**config.mk**
```make
export PLATFORM = sky130hd
export DESIGN_NAME = mcfsm_ctrl
export DESIGN_NICKNAME = d
export VERILOG_FILES = /design/src/rtl/mcfsm_pkg.sv /design/src/rtl/mcfsm_next_state.sv /design/src/rtl/mcfsm_strobe_dec.sv /design/src/rtl/mcfsm_vector_sel.sv /design/src/rtl/mcfsm_ctrl.sv
export SDC_FILE = /design/constraint.sdc
export NUM_CORES = 1
export LEC_CHECK = 0
export BUFFER_PORTS_ARGS = -buffer_cell sky130_fd_sc_hd__buf_4
export CAP_MARGIN = 40
export CORE_MARGIN = 2
export CORE_UTILIZATION = 50
export DETAILED_ROUTE_END_ITERATION = 8
export PLACE_DENSITY = 0.8
export SETUP_SLACK_MARGIN = 0.3
export SKIP_CTS_REPAIR_TIMING = 1
export SLEW_MARGIN = 20
export SYNTH_ARGS = -nofsm -noshare
export SYNTH_HDL_FRONTEND = slang
export SYNTH_HIERARCHICAL = 1
export SYNTH_SLANG_ARGS = --single-unit
```
**constraint.sdc**
```tcl
create_clock -name clk -period 3.4 [get_ports clk]
set_input_delay 0.68 -clock clk [delete_from_list [all_inputs] [get_ports clk]]
set_output_delay 0.68 -clock clk [all_outputs]
set_load 0.05 [all_outputs]
```
**src/rtl/mcfsm_pkg.sv**
```systemverilog
package mcfsm_pkg;
  localparam int OPC_W   = 6;
  localparam int STATE_W = 4;
  localparam int CAUSE_W = 2;

  localparam logic [STATE_W-1:0] ST_FETCH  = 4'd0;
  localparam logic [STATE_W-1:0] ST_DECODE = 4'd1;
  localparam logic [STATE_W-1:0] ST_ADDR   = 4'd2;
  localparam logic [STATE_W-1:0] ST_LOAD   = 4'd3;
  localparam logic [STATE_W-1:0] ST_LDWB   = 4'd4;
  localparam logic [STATE_W-1:0] ST_STORE  = 4'd5;
  localparam logic [STATE_W-1:0] ST_EXEC   = 4'd6;
  localparam logic [STATE_W-1:0] ST_RWB    = 4'd7;
  localparam logic [STATE_W-1:0] ST_BRANCH = 4'd8;
  localparam logic [STATE_W-1:0] ST_JUMP   = 4'd9;
  localparam logic [STATE_W-1:0] ST_SAVEPC = 4'd10;
  localparam logic [STATE_W-1:0] ST_VECJMP = 4'd11;

  localparam logic [OPC_W-1:0] OP_RTYPE = 6'b000000;
  localparam logic [OPC_W-1:0] OP_LW    = 6'b100011;
  localparam logic [OPC_W-1:0] OP_SW    = 6'b101011;
  localparam logic [OPC_W-1:0] OP_BEQ   = 6'b000100;
  localparam logic [OPC_W-1:0] OP_J     = 6'b000010;

  localparam logic [CAUSE_W-1:0] CAUSE_UNDEF = 2'd0;
  localparam logic [CAUSE_W-1:0] CAUSE_OVF   = 2'd1;
  localparam logic [CAUSE_W-1:0] CAUSE_IRQ   = 2'd2;

  typedef struct packed {
    logic       pc_wr;
    logic       pc_wr_cond;
    logic       alusrc_a;
    logic       iord;
    logic       mem_rd;
    logic       mem_wr;
    logic       ir_wr;
    logic       reg_wr;
    logic       mem_to_reg;
    logic       reg_dst;
    logic [1:0] alusrc_b;
    logic [1:0] alu_op;
    logic [1:0] pc_src;
  } ctrl_t;
endpackage

```
**src/rtl/mcfsm_next_state.sv**
```systemverilog
module mcfsm_next_state
  import mcfsm_pkg::*;
(
  input  logic [STATE_W-1:0] state,
  input  logic [OPC_W-1:0]   opcode,
  input  logic               irq_req,
  input  logic               ovf_pend,
  output logic [STATE_W-1:0] nxt,
  output logic               exc_take,
  output logic [CAUSE_W-1:0] exc_cause
);
  logic done_state;

  // instruction-completion states, where an interrupt may be honoured
  always_comb begin
    done_state = 1'b0;
    case (state)
      ST_LDWB, ST_STORE, ST_RWB, ST_BRANCH, ST_JUMP: done_state = 1'b1;
      default: done_state = 1'b0;
    endcase
  end

  always_comb begin
    nxt       = ST_FETCH;
    exc_take  = 1'b0;
    exc_cause = CAUSE_IRQ;
    case (state)
      ST_FETCH:  nxt = ST_DECODE;
      ST_DECODE: begin
        case (opcode)
          OP_RTYPE:    nxt = ST_EXEC;
          OP_LW, OP_SW: nxt = ST_ADDR;
          OP_BEQ:      nxt = ST_BRANCH;
          OP_J:        nxt = ST_JUMP;
          default: begin
            nxt       = ST_SAVEPC;
            exc_take  = 1'b1;
            exc_cause = CAUSE_UNDEF;
          end
        endcase
      end
      ST_ADDR: begin
        if (opcode == OP_LW)      nxt = ST_LOAD;
        else if (opcode == OP_SW) nxt = ST_STORE;
        else                      nxt = ST_FETCH;
      end
      ST_LOAD:   nxt = ST_LDWB;
      ST_EXEC:   nxt = ST_RWB;
      ST_SAVEPC: nxt = ST_VECJMP;
      default:   nxt = ST_FETCH;
    endcase

    // completion-time events: overflow wins over an interrupt
    if (state == ST_RWB && ovf_pend) begin
      nxt       = ST_SAVEPC;
      exc_take  = 1'b1;
      exc_cause = CAUSE_OVF;
    end else if (done_state && irq_req) begin
      nxt       = ST_SAVEPC;
      exc_take  = 1'b1;
      exc_cause = CAUSE_IRQ;
    end
  end
endmodule

```
**src/rtl/mcfsm_strobe_dec.sv**
```systemverilog
module mcfsm_strobe_dec
  import mcfsm_pkg::*;
(
  input  logic [STATE_W-1:0] state,
  output ctrl_t              ctrl
);
  always_comb begin
    ctrl = '0;
    case (state)
      ST_FETCH: begin
        ctrl.mem_rd   = 1'b1;
        ctrl.ir_wr    = 1'b1;
        ctrl.pc_wr    = 1'b1;
        ctrl.alusrc_b = 2'b01;
      end
      ST_DECODE: ctrl.alusrc_b = 2'b11;
      ST_ADDR: begin
        ctrl.alusrc_a = 1'b1;
        ctrl.alusrc_b = 2'b10;
      end
      ST_LOAD: begin
        ctrl.mem_rd = 1'b1;
        ctrl.iord   = 1'b1;
      end
      ST_LDWB: begin
        ctrl.reg_wr     = 1'b1;
        ctrl.mem_to_reg = 1'b1;
      end
      ST_STORE: begin
        ctrl.mem_wr = 1'b1;
        ctrl.iord   = 1'b1;
      end
      ST_EXEC: begin
        ctrl.alusrc_a = 1'b1;
        ctrl.alu_op   = 2'b10;
      end
      ST_RWB: begin
        ctrl.reg_wr  = 1'b1;
        ctrl.reg_dst = 1'b1;
      end
      ST_BRANCH: begin
        ctrl.alusrc_a   = 1'b1;
        ctrl.alu_op     = 2'b01;
        ctrl.pc_wr_cond = 1'b1;
        ctrl.pc_src     = 2'b01;
      end
      ST_JUMP: begin
        ctrl.pc_wr  = 1'b1;
        ctrl.pc_src = 2'b10;
      end
      ST_VECJMP: begin
        ctrl.pc_wr  = 1'b1;
        ctrl.pc_src = 2'b11;
      end
      default: ctrl = '0;
    endcase
  end
endmodule

```
**src/rtl/mcfsm_vector_sel.sv**
```systemverilog
module mcfsm_vector_sel
  import mcfsm_pkg::*;
#(
  parameter int                XLEN      = 32,
  parameter logic [XLEN-1:0]   UNDEF_VEC = 32'hC000_0000,
  parameter logic [XLEN-1:0]   OVF_VEC   = 32'hC000_0020,
  parameter logic [XLEN-1:0]   IRQ_VEC   = 32'hC000_0040
) (
  input  logic [CAUSE_W-1:0] cause,
  output logic [XLEN-1:0]    vector
);
  always_comb begin
    case (cause)
      CAUSE_UNDEF: vector = UNDEF_VEC;
      CAUSE_OVF:   vector = OVF_VEC;
      default:     vector = IRQ_VEC;
    endcase
  end
endmodule

```
**src/rtl/mcfsm_ctrl.sv**
```systemverilog
module mcfsm_ctrl
  import mcfsm_pkg::*;
#(
  parameter int              XLEN      = 32,
  parameter logic [XLEN-1:0] UNDEF_VEC = 32'hC000_0000,
  parameter logic [XLEN-1:0] OVF_VEC   = 32'hC000_0020,
  parameter logic [XLEN-1:0] IRQ_VEC   = 32'hC000_0040
) (
  input  logic               clk,
  input  logic               rst,
  input  logic [OPC_W-1:0]   opcode,
  input  logic               irq_req,
  input  logic               alu_ovf,
  input  logic [XLEN-1:0]    pc_in,
  output logic [STATE_W-1:0] state_o,
  output logic               pc_wr,
  output logic               pc_wr_cond,
  output logic               alusrc_a,
  output logic               iord,
  output logic               mem_rd,
  output logic               mem_wr,
  output logic               ir_wr,
  output logic               reg_wr,
  output logic               mem_to_reg,
  output logic               reg_dst,
  output logic [1:0]         alusrc_b,
  output logic [1:0]         alu_op,
  output logic [1:0]         pc_src,
  output logic [CAUSE_W-1:0] cause_o,
  output logic [XLEN-1:0]    epc_o,
  output logic [XLEN-1:0]    vector_o
);
  logic [STATE_W-1:0] state_q, nxt, dec_in;
  logic               ovf_q, exc_take;
  logic [CAUSE_W-1:0] exc_cause, cause_q;
  logic [XLEN-1:0]    epc_q, vector_q, vec_n;
  ctrl_t              dec_ctrl, ctrl_n, ctrl_q;

  mcfsm_next_state u_next (
    .state     (state_q),
    .opcode    (opcode),
    .irq_req   (irq_req),
    .ovf_pend  (ovf_q),
    .nxt       (nxt),
    .exc_take  (exc_take),
    .exc_cause (exc_cause)
  );

  // decode the state about to be entered, so strobes register alongside it
  assign dec_in = rst ? ST_FETCH : nxt;

  mcfsm_strobe_dec u_dec (
    .state (dec_in),
    .ctrl  (dec_ctrl)
  );

  mcfsm_vector_sel #(
    .XLEN      (XLEN),
    .UNDEF_VEC (UNDEF_VEC),
    .OVF_VEC   (OVF_VEC),
    .IRQ_VEC   (IRQ_VEC)
  ) u_vec (
    .cause  (exc_cause),
    .vector (vec_n)
  );

  // writeback of an overflowing result is dropped on entry to state 7
  always_comb begin
    ctrl_n = dec_ctrl;
    if (!rst && state_q == ST_EXEC && alu_ovf) ctrl_n.reg_wr = 1'b0;
  end

  always_ff @(posedge clk) begin
    if (rst) begin
      state_q  <= ST_FETCH;
      ctrl_q   <= ctrl_n;
      ovf_q    <= 1'b0;
      cause_q  <= CAUSE_UNDEF;
      vector_q <= UNDEF_VEC;
      epc_q    <= '0;
    end else begin
      state_q <= nxt;
      ctrl_q  <= ctrl_n;
      ovf_q   <= (state_q == ST_EXEC) && alu_ovf;
      if (exc_take) begin
        cause_q  <= exc_cause;
        vector_q <= vec_n;
      end
      if (state_q == ST_SAVEPC) epc_q <= pc_in;
    end
  end

  assign state_o    = state_q;
  assign pc_wr      = ctrl_q.pc_wr;
  assign pc_wr_cond = ctrl_q.pc_wr_cond;
  assign alusrc_a   = ctrl_q.alusrc_a;
  assign iord       = ctrl_q.iord;
  assign mem_rd     = ctrl_q.mem_rd;
  assign mem_wr     = ctrl_q.mem_wr;
  assign ir_wr      = ctrl_q.ir_wr;
  assign reg_wr     = ctrl_q.reg_wr;
  assign mem_to_reg = ctrl_q.mem_to_reg;
  assign reg_dst    = ctrl_q.reg_dst;
  assign alusrc_b   = ctrl_q.alusrc_b;
  assign alu_op     = ctrl_q.alu_op;
  assign pc_src     = ctrl_q.pc_src;
  assign cause_o    = cause_q;
  assign epc_o      = epc_q;
  assign vector_o   = vector_q;

  assert_fetch_to_decode_R2: assert property (@(posedge clk) disable iff (rst)
    state_q == ST_FETCH |=> state_q == ST_DECODE);

  assert_pcwrite_states_R6: assert property (@(posedge clk) disable iff (rst)
    pc_wr |-> (state_q == ST_FETCH || state_q == ST_JUMP || state_q == ST_VECJMP));

  assert_cond_write_branch_R6: assert property (@(posedge clk) disable iff (rst)
    pc_wr_cond |-> state_q == ST_BRANCH);

  assert_alusrca_states_R5: assert property (@(posedge clk) disable iff (rst)
    alusrc_a |-> (state_q == ST_ADDR || state_q == ST_EXEC || state_q == ST_BRANCH));

  assert_mem_exclusive_R7: assert property (@(posedge clk) disable iff (rst)
    !(mem_rd && mem_wr));

  assert_no_ovf_write_R9: assert property (@(posedge clk) disable iff (rst)
    (state_q == ST_RWB && ovf_q) |-> !reg_wr);

  assert_irq_midway_ignored_R10: assert property (@(posedge clk) disable iff (rst)
    (state_q == ST_FETCH || state_q == ST_ADDR || state_q == ST_LOAD ||
     state_q == ST_EXEC || state_q == ST_VECJMP) |=> state_q != ST_SAVEPC);

  assert_save_then_vector_R11: assert property (@(posedge clk) disable iff (rst)
    state_q == ST_SAVEPC |=> (state_q == ST_VECJMP && epc_o == $past(pc_in)));

  assert_illegal_recovers: assert property (@(posedge clk) disable iff (rst)
    state_q > ST_VECJMP |=> state_q == ST_FETCH);
endmodule

```
==> run summary, run 1 <==
Outcome -> complete, no violations
WP depth -> 6
Startpoint type of the worst setup path -> flop
Final net count -> 538
List of cells traversed by the critical path -> or4b_4 > a221oi_2 > nand2b_2 > buf_12 > mux2i_1 > nor2_1
Post-route setup slack -> 0.923 ns
Crit-path max FO -> 19
Number of DRC markers after the initial detailed-route iteration -> 95
Largest net degree at the start of global routing -> 99
Routed length per placed instance -> 12.6 µm
Max frequency -> 404 MHz
Core area -> 7650 µm²
Setup slack at placement -> 0.797 ns
Post-synth ARST share -> 0%
Cell area after synthesis -> 3890 µm²
Skew-Pair Late Insertion Delay -> 0.34 ns
Post-route DRC violation count -> 0
Clock Sink Count -> 87
Area of the die -> 8510 µm²
Most common library cells after synthesis -> sky130_fd_sc_hd__dfxtp_1 (87), sky130_fd_sc_hd__nand2b_1 (68), sky130_fd_sc_hd__mux2i_1 (64)
Slew Limit Fails -> 0
Clock-pin transition on the worst setup and hold timing paths -> 0.08 ns
Initial core utilization -> 50.9%
Worst Reg-to-Reg Cells -> 6
All-Layer GR Usage -> 17.9%
Die Width -> 92.2 µm
Slowest cell on the critical path -> sky130_fd_sc_hd__or4b_4
Total overflow reported by the global router -> 0
Number of buffers inserted during clock tree synthesis -> 9
Final wirelength -> 7600 µm
Post-Route Utilization -> 64.5%
Area Overhead vs Synth -> 26.8%
Top-area cell type share of the netlist area -> 44.7%
Time the final worst path needs with I/O delays and setup -> 2.48 ns
RSZ-0062 raised after global routing -> no
Synth Warn # -> 6
Clock Tree Buf Depth -> 2
Setup TNS -> 0 ns
Number of flip-flops and latches in the synthesized netlist -> 87
Clock tree from TritonCTS -> built
Worst min-delay path class -> flop to flop
Worst max-slew margin expressed relative to the limit -> 49.5%
Cell types with the largest area share after synthesis -> sky130_fd_sc_hd__dfxtp_1 (45%), sky130_fd_sc_hd__mux2i_1 (16%), sky130_fd_sc_hd__nand2b_1 (11%)
Placed wire-length estimate after detailed placement -> 5460 µm
Number of antenna cells inserted -> 0
Residual antenna-violating net count after detailed routing -> 0
Share of layout cells above drive strength 1 -> 31.0%
Placer congestion estimate -> 0.909
Non-filler cells in the finished layout -> 602
Post-synth EDFFs -> 0
Placement Rows -> 32
Setup-failing EPs final -> 0
Buffers and inverters on the worst path -> 1
Count of final hold-check violations -> 0
Detailed Routing Iterations Pass 1 -> 4
Worst Max-Slew Pin Slew -> 0.758 ns
Final Power -> 0.00411 W
Endpoint kind of the worst setup timing path -> flop
Cell chosen for the clock root -> sky130_fd_sc_hd__clkbuf_8
Final cycle utilization of the critical path -> 72.9%
Layout filler cell count -> 646
Hold Path Cell Cnt -> 2
Worst path required time -> 3.60 ns
Fraction of the yosys area taken by sequential cells -> 44.7%
Arrival time at the worst endpoint -> 2.67 ns
Average cell area after synthesis -> 10.2 µm²
Main synth FF type -> sky130_fd_sc_hd__dfxtp_1
Most common cell in the synthesized netlist -> sky130_fd_sc_hd__dfxtp_1
Global-route wire length before repair -> 12200 µm
Boundary Pins -> 128
Power per cell area -> 832 nW/µm²
Total via count after detailed routing -> 2805
Leakage power of the design -> 2.13 nW
Initial antenna violation count -> 0
Number of port buffers -> 127
Slowest cell delay on critical path -> 0.60 ns
DP Cell Count -> 587
Kind of cell adding the most delay to the critical path -> simple AND/OR/NAND/NOR gates
Type of the worst setup path -> flop to flop
Y dimension of the die -> 92.2 µm
Via density per instance -> 4.66
Worst Clk Skew -> 0.00952 ns
Area taken by flip-flops and latches -> 1740 µm²
Cell type with the highest aggregate area in the netlist -> sky130_fd_sc_hd__dfxtp_1
Number of global-route vias before repair -> 2548
Max-cap viol count -> 0
CTS HTree Levels -> 3
Footprint of the multi-input gates -> 1790 µm²
Highest ir drop seen on vdd -> 0.000499 V
Cells after synthesis -> 381
Count of distinct cell types in the synthesized netlist -> 46
## cells in the final DEF, fill, tap and decap left out, types with 3 or more instances in the layout
cell type	n
sky130_fd_sc_hd__dfxtp_1	87
sky130_fd_sc_hd__buf_4	131
sky130_fd_sc_hd__mux2i_1	64
sky130_fd_sc_hd__nor2_1	37
sky130_fd_sc_hd__nor4_1	4
sky130_fd_sc_hd__nor3b_1	3
sky130_fd_sc_hd__conb_1	30
sky130_fd_sc_hd__nor3_1	8
sky130_fd_sc_hd__bufinv_16	3
sky130_fd_sc_hd__nand2_1	5
sky130_fd_sc_hd__clkbuf_8	9
sky130_fd_sc_hd__nor2b_1	9
sky130_fd_sc_hd__inv_1	3
sky130_fd_sc_hd__nand2b_1	67
## stage by stage
stage               hold slack (ns)  instance area (µm²)
detailed placement            0.468                 4700
finish                        0.477                 4930
CTS                           0.480                 4930
floorplan                     0.623                 4000
global placement              0.458                 4670
global route                  0.493                 4930
## cell type report
type,instances,area share (%)
inverter,3,0.228
multi-input combinational,262,36.3
clock inverter,5,2.16
timing repair buffer,133,20.9
sequential,87,35.3
tap,102,2.59
clock buffer,10,2.59
## per-layer routing
metal	vias up	routed length, µm	GRT usage (%)
met4	0	85	5.97
met5	-	0	0
met3	8	360	3.62
met2	81	3790	30.4
met1	1284	3360	22.7
li1	1432	-	-
## tightest hold or removal path, delay by kind of cell (launching register included)
kind             cells  cell delay (ns)
and+or+nand+nor      1             0.06
DFF                  1             0.32
muxes                1             0.05
## worst paths after layout
kind,to,startpoint,slack [ns]
max,vector_o[8],state_o[1],0.92
min reg2reg,epc_o[2],epc_o[2],0.48
min,epc_o[2],epc_o[2],0.48
max reg2reg,vector_o[8],state_o[1],0.92
## logic make-up after synthesis
family                    Yosys count  share of synthesized area (%)
and+or+nand+nor                   147                           21.8
DFF                                87                           44.7
muxes                              64                           16.5
buffers and inverters              60                           12.1
AOI/OAI and AO/OA                  18                           3.89
xor gates and xnor gates            3                          0.868
other                               2                          0.193
## power breakdown
part	internal (W)	switching, W
logic	0.000691	0.00122
clock network	0.000487	0.000348
registers	0.00123	0.000130
total	0.00241	0.00170
Note: power is estimated with default switching activity, not from simulation.
==> run 2, diff against run 1 <==
==> constraint.sdc (replaced) <==
create_clock -name clk -period 2.5 [get_ports clk]
set_input_delay 0.5 -clock clk [delete_from_list [all_inputs] [get_ports clk]]
set_output_delay 0.5 -clock clk [all_outputs]
set_load 0.05 [all_outputs]
==> run summary, run 2 (synthesis gave the netlist of run 1 again) <==
RSZ-0062 raised after global routing -> no (unchanged)
Residual antenna-violating net count after detailed routing -> 0 (unchanged)
Leakage power of the design -> 2.13 nW (about the same)
Worst max-slew margin expressed relative to the limit -> 62.8% (was 49.5%)
Number of global-route vias before repair -> 2732 (was 2548)
Int Pwr -> 0.00324 W (was 0.00241 W)
R2r endpoint -> vector_o[4] (was vector_o[8])
Final wirelength -> 7570 µm (was 7600 µm)
Most crowded layer after global routing -> met2 (unchanged)
Crit-path max FO -> 36 (was 19)
Global-route met3 utilization -> 4.03% (was 3.62%)
Worst Hold Path EP -> epc_o[13] (was epc_o[2])
Post-route setup slack -> 0.455 ns (was 0.923 ns)
Routed length per placed instance -> 12.6 µm (about the same)
Core area -> 7650 µm² (unchanged)
Clock-pin transition on the worst setup and hold timing paths -> 0.09 ns (was 0.08 ns)
Startpoint type of the worst setup path -> flop (unchanged)
Final net count -> 538 (unchanged)
Placement Rows -> 32 (unchanged)
Boundary Pins -> 128 (unchanged)
Via density per instance -> 4.67 (was 4.66)
Worst setup path start -> state_o[1] (unchanged)
Time the final worst path needs with I/O delays and setup -> 2.05 ns (was 2.48 ns)
Type of the worst setup path -> flop to flop (unchanged)
Arrival time at the worst endpoint -> 2.27 ns (was 2.67 ns)
Worst path required time -> 2.73 ns (was 3.60 ns)
Max frequency -> 489 MHz (was 404 MHz)
CTS HTree Levels -> 3 (unchanged)
Most frequent cells in the layout -> sky130_fd_sc_hd__buf_4 (132), sky130_fd_sc_hd__dfxtp_1 (83), sky130_fd_sc_hd__nand2b_1 (67) (was sky130_fd_sc_hd__buf_4 (131), sky130_fd_sc_hd__dfxtp_1 (87), sky130_fd_sc_hd__nand2b_1 (67))
Total overflow reported by the global router -> 0 (unchanged)
Hold Path Cell Cnt -> 3 (was 2)
Share of power burned in registers -> 33.3% (was 33.1%)
Placed wire-length estimate after detailed placement -> 5380 µm (was 5460 µm)
Endpoint kind of the worst setup timing path -> flop (unchanged)
Startpoint of the lowest-slack hold path -> pc_in[13] (was epc_o[2])
Highest ir drop seen on vdd -> 0.000794 V (was 0.000499 V)
Post-route DRC violation count -> 0 (unchanged)
Cell chosen for the clock root -> sky130_fd_sc_hd__clkbuf_8 (unchanged)
Outcome -> complete, no violations (unchanged)
Skew-Pair Late Insertion Delay -> 0.36 ns (was 0.34 ns)
Setup TNS -> 0 ns (unchanged)
Global-route wire length before repair -> 12400 µm (was 12200 µm)
Part of the total power dissipated in combinational logic -> 46.8% (was 46.5%)
Detailed Routing Iterations Pass 1 -> 4 (unchanged)
Clock Sink Count -> 87 (unchanged)
Setup-failing EPs final -> 0 (unchanged)
Die Width -> 92.2 µm (unchanged)
Met2 Resource Use GR -> 31.6% (was 30.4%)
Slowest cell delay on critical path -> 0.57 ns (was 0.60 ns)
Total via count after detailed routing -> 2817 (was 2805)
Area Overhead vs Synth -> 26.6% (was 26.8%)
Net Sw Frac -> 41.7% (was 41.4%)
Clock tree from TritonCTS -> built (unchanged)
List of cells traversed by the critical path -> or4b_4 > a221oi_2 > nand2b_2 > buf_12 > mux2i_1 > nor2_1 (unchanged)
Slew Limit Fails -> 0 (unchanged)
Power per cell area -> 1130 nW/µm² (was 832 nW/µm²)
Number of port buffers -> 127 (unchanged)
Commonest non-fill, non-tap cell in the layout -> sky130_fd_sc_hd__buf_4 (unchanged)
Worst Reg-to-Reg Cells -> 6 (unchanged)
Max-cap viol count -> 0 (unchanged)
Worst Clk Skew -> 0.0118 ns (was 0.00952 ns)
Initial core utilization -> 50.9% (unchanged)
Placer congestion estimate -> 0.815 (was 0.909)
Y dimension of the die -> 92.2 µm (unchanged)
Largest net degree at the start of global routing -> 66 (was 99)
Number of antenna cells inserted -> 0 (unchanged)
Register-to-register setup slack -> 0.45 ns (was 0.92 ns)
Switching power of the nets -> 0.00232 W (was 0.00170 W)
Initial antenna violation count -> 0 (unchanged)
Setup slack at placement -> 0.189 ns (was 0.797 ns)
All-Layer GR Usage -> 18.1% (was 17.9%)
Area of the die -> 8510 µm² (unchanged)
Number of buffers inserted during clock tree synthesis -> 9 (unchanged)
Launch point of the worst reg-to-reg path -> state_o[1] (unchanged)
Final cycle utilization of the critical path -> 81.8% (was 72.9%)
Slowest cell on the critical path -> sky130_fd_sc_hd__or4b_4 (unchanged)
Count of final hold-check violations -> 0 (unchanged)
Worst Max-Slew Pin Slew -> 0.559 ns (was 0.758 ns)
GR met1 Demand/Resource -> 21.0% (was 22.7%)
Share of power burned in the clock network -> 20.0% (was 20.3%)
Clock Tree Buf Depth -> 2 (unchanged)
Number of DRC markers after the initial detailed-route iteration -> 84 (was 95)
Share of layout cells above drive strength 1 -> 32.3% (was 31.0%)
Worst min-delay path class -> input port to flop (was flop to flop)
run 2: layout make-up:
type                       instances  area, µm²
clock buffer                      12        155
clock inverter                     4       76.3
fill                             613       2720
inverter                           3       11.3
multi-input combinational        262       1800
sequential                        87       1750
tap                              102        128
timing repair buffer             133       1010
run 2: metal layers:
layer | vias to the layer above | share of wire, %
met3 | 17 | 5.5
li1 | 1435 | -
met4 | 0 | 1.9
met5 | - | 0
met1 | 1278 | 43
met2 | 87 | 50
run 2: stage by stage:
stage | total power, W | cells | util [%] | hold WS [ns] | cell area (µm²)
final | 0.00556 | 603 | 64.4 | 0.405 | 4930
after CTS | 0.00560 | 603 | 64.3 | 0.393 | 4920
after global placement | 0.00444 | 587 | 61.3 | 0.459 | 4690
after detailed placement | 0.00449 | 587 | 61.3 | 0.463 | 4690
after global routing | 0.00585 | 603 | 64.4 | 0.394 | 4930
after floorplan | 0.00391 | 409 | - | 0.618 | 4010
run 2: how the worst max path moves through the flow:
stage | slack, ns | end | cells past startpoint
4_1_cts | 0.38 | alusrc_a | 6
3_5_place_dp | 0.19 | alusrc_a | 7
6_report | 0.45 | vector_o[4] | 6
2_1_floorplan | 0.33 | alusrc_a | 8
3_3_place_gp | 0.30 | reg_wr | 8
5_1_grt | 0.33 | vector_o[26] | 6
run 2: power by group through the flow:
stage                     registers (W)  logic (W)  clock network [W]
after floorplan                 0.00281    0.00110                  0
after detailed placement        0.00188    0.00260                  0
final                           0.00185    0.00260            0.00111
after CTS                       0.00185    0.00261            0.00114
after global placement          0.00187    0.00257                  0
after global routing            0.00189    0.00276            0.00120
run 2: critical path, delay by kind of cell (launching register included):
kind,cells,cell delay [ns]
and+or+nand+nor,3,0.82
buffers and inverters,1,0.24
muxes,1,0.22
DFF,1,0.39
AOI/OAI and AO/OA,1,0.23
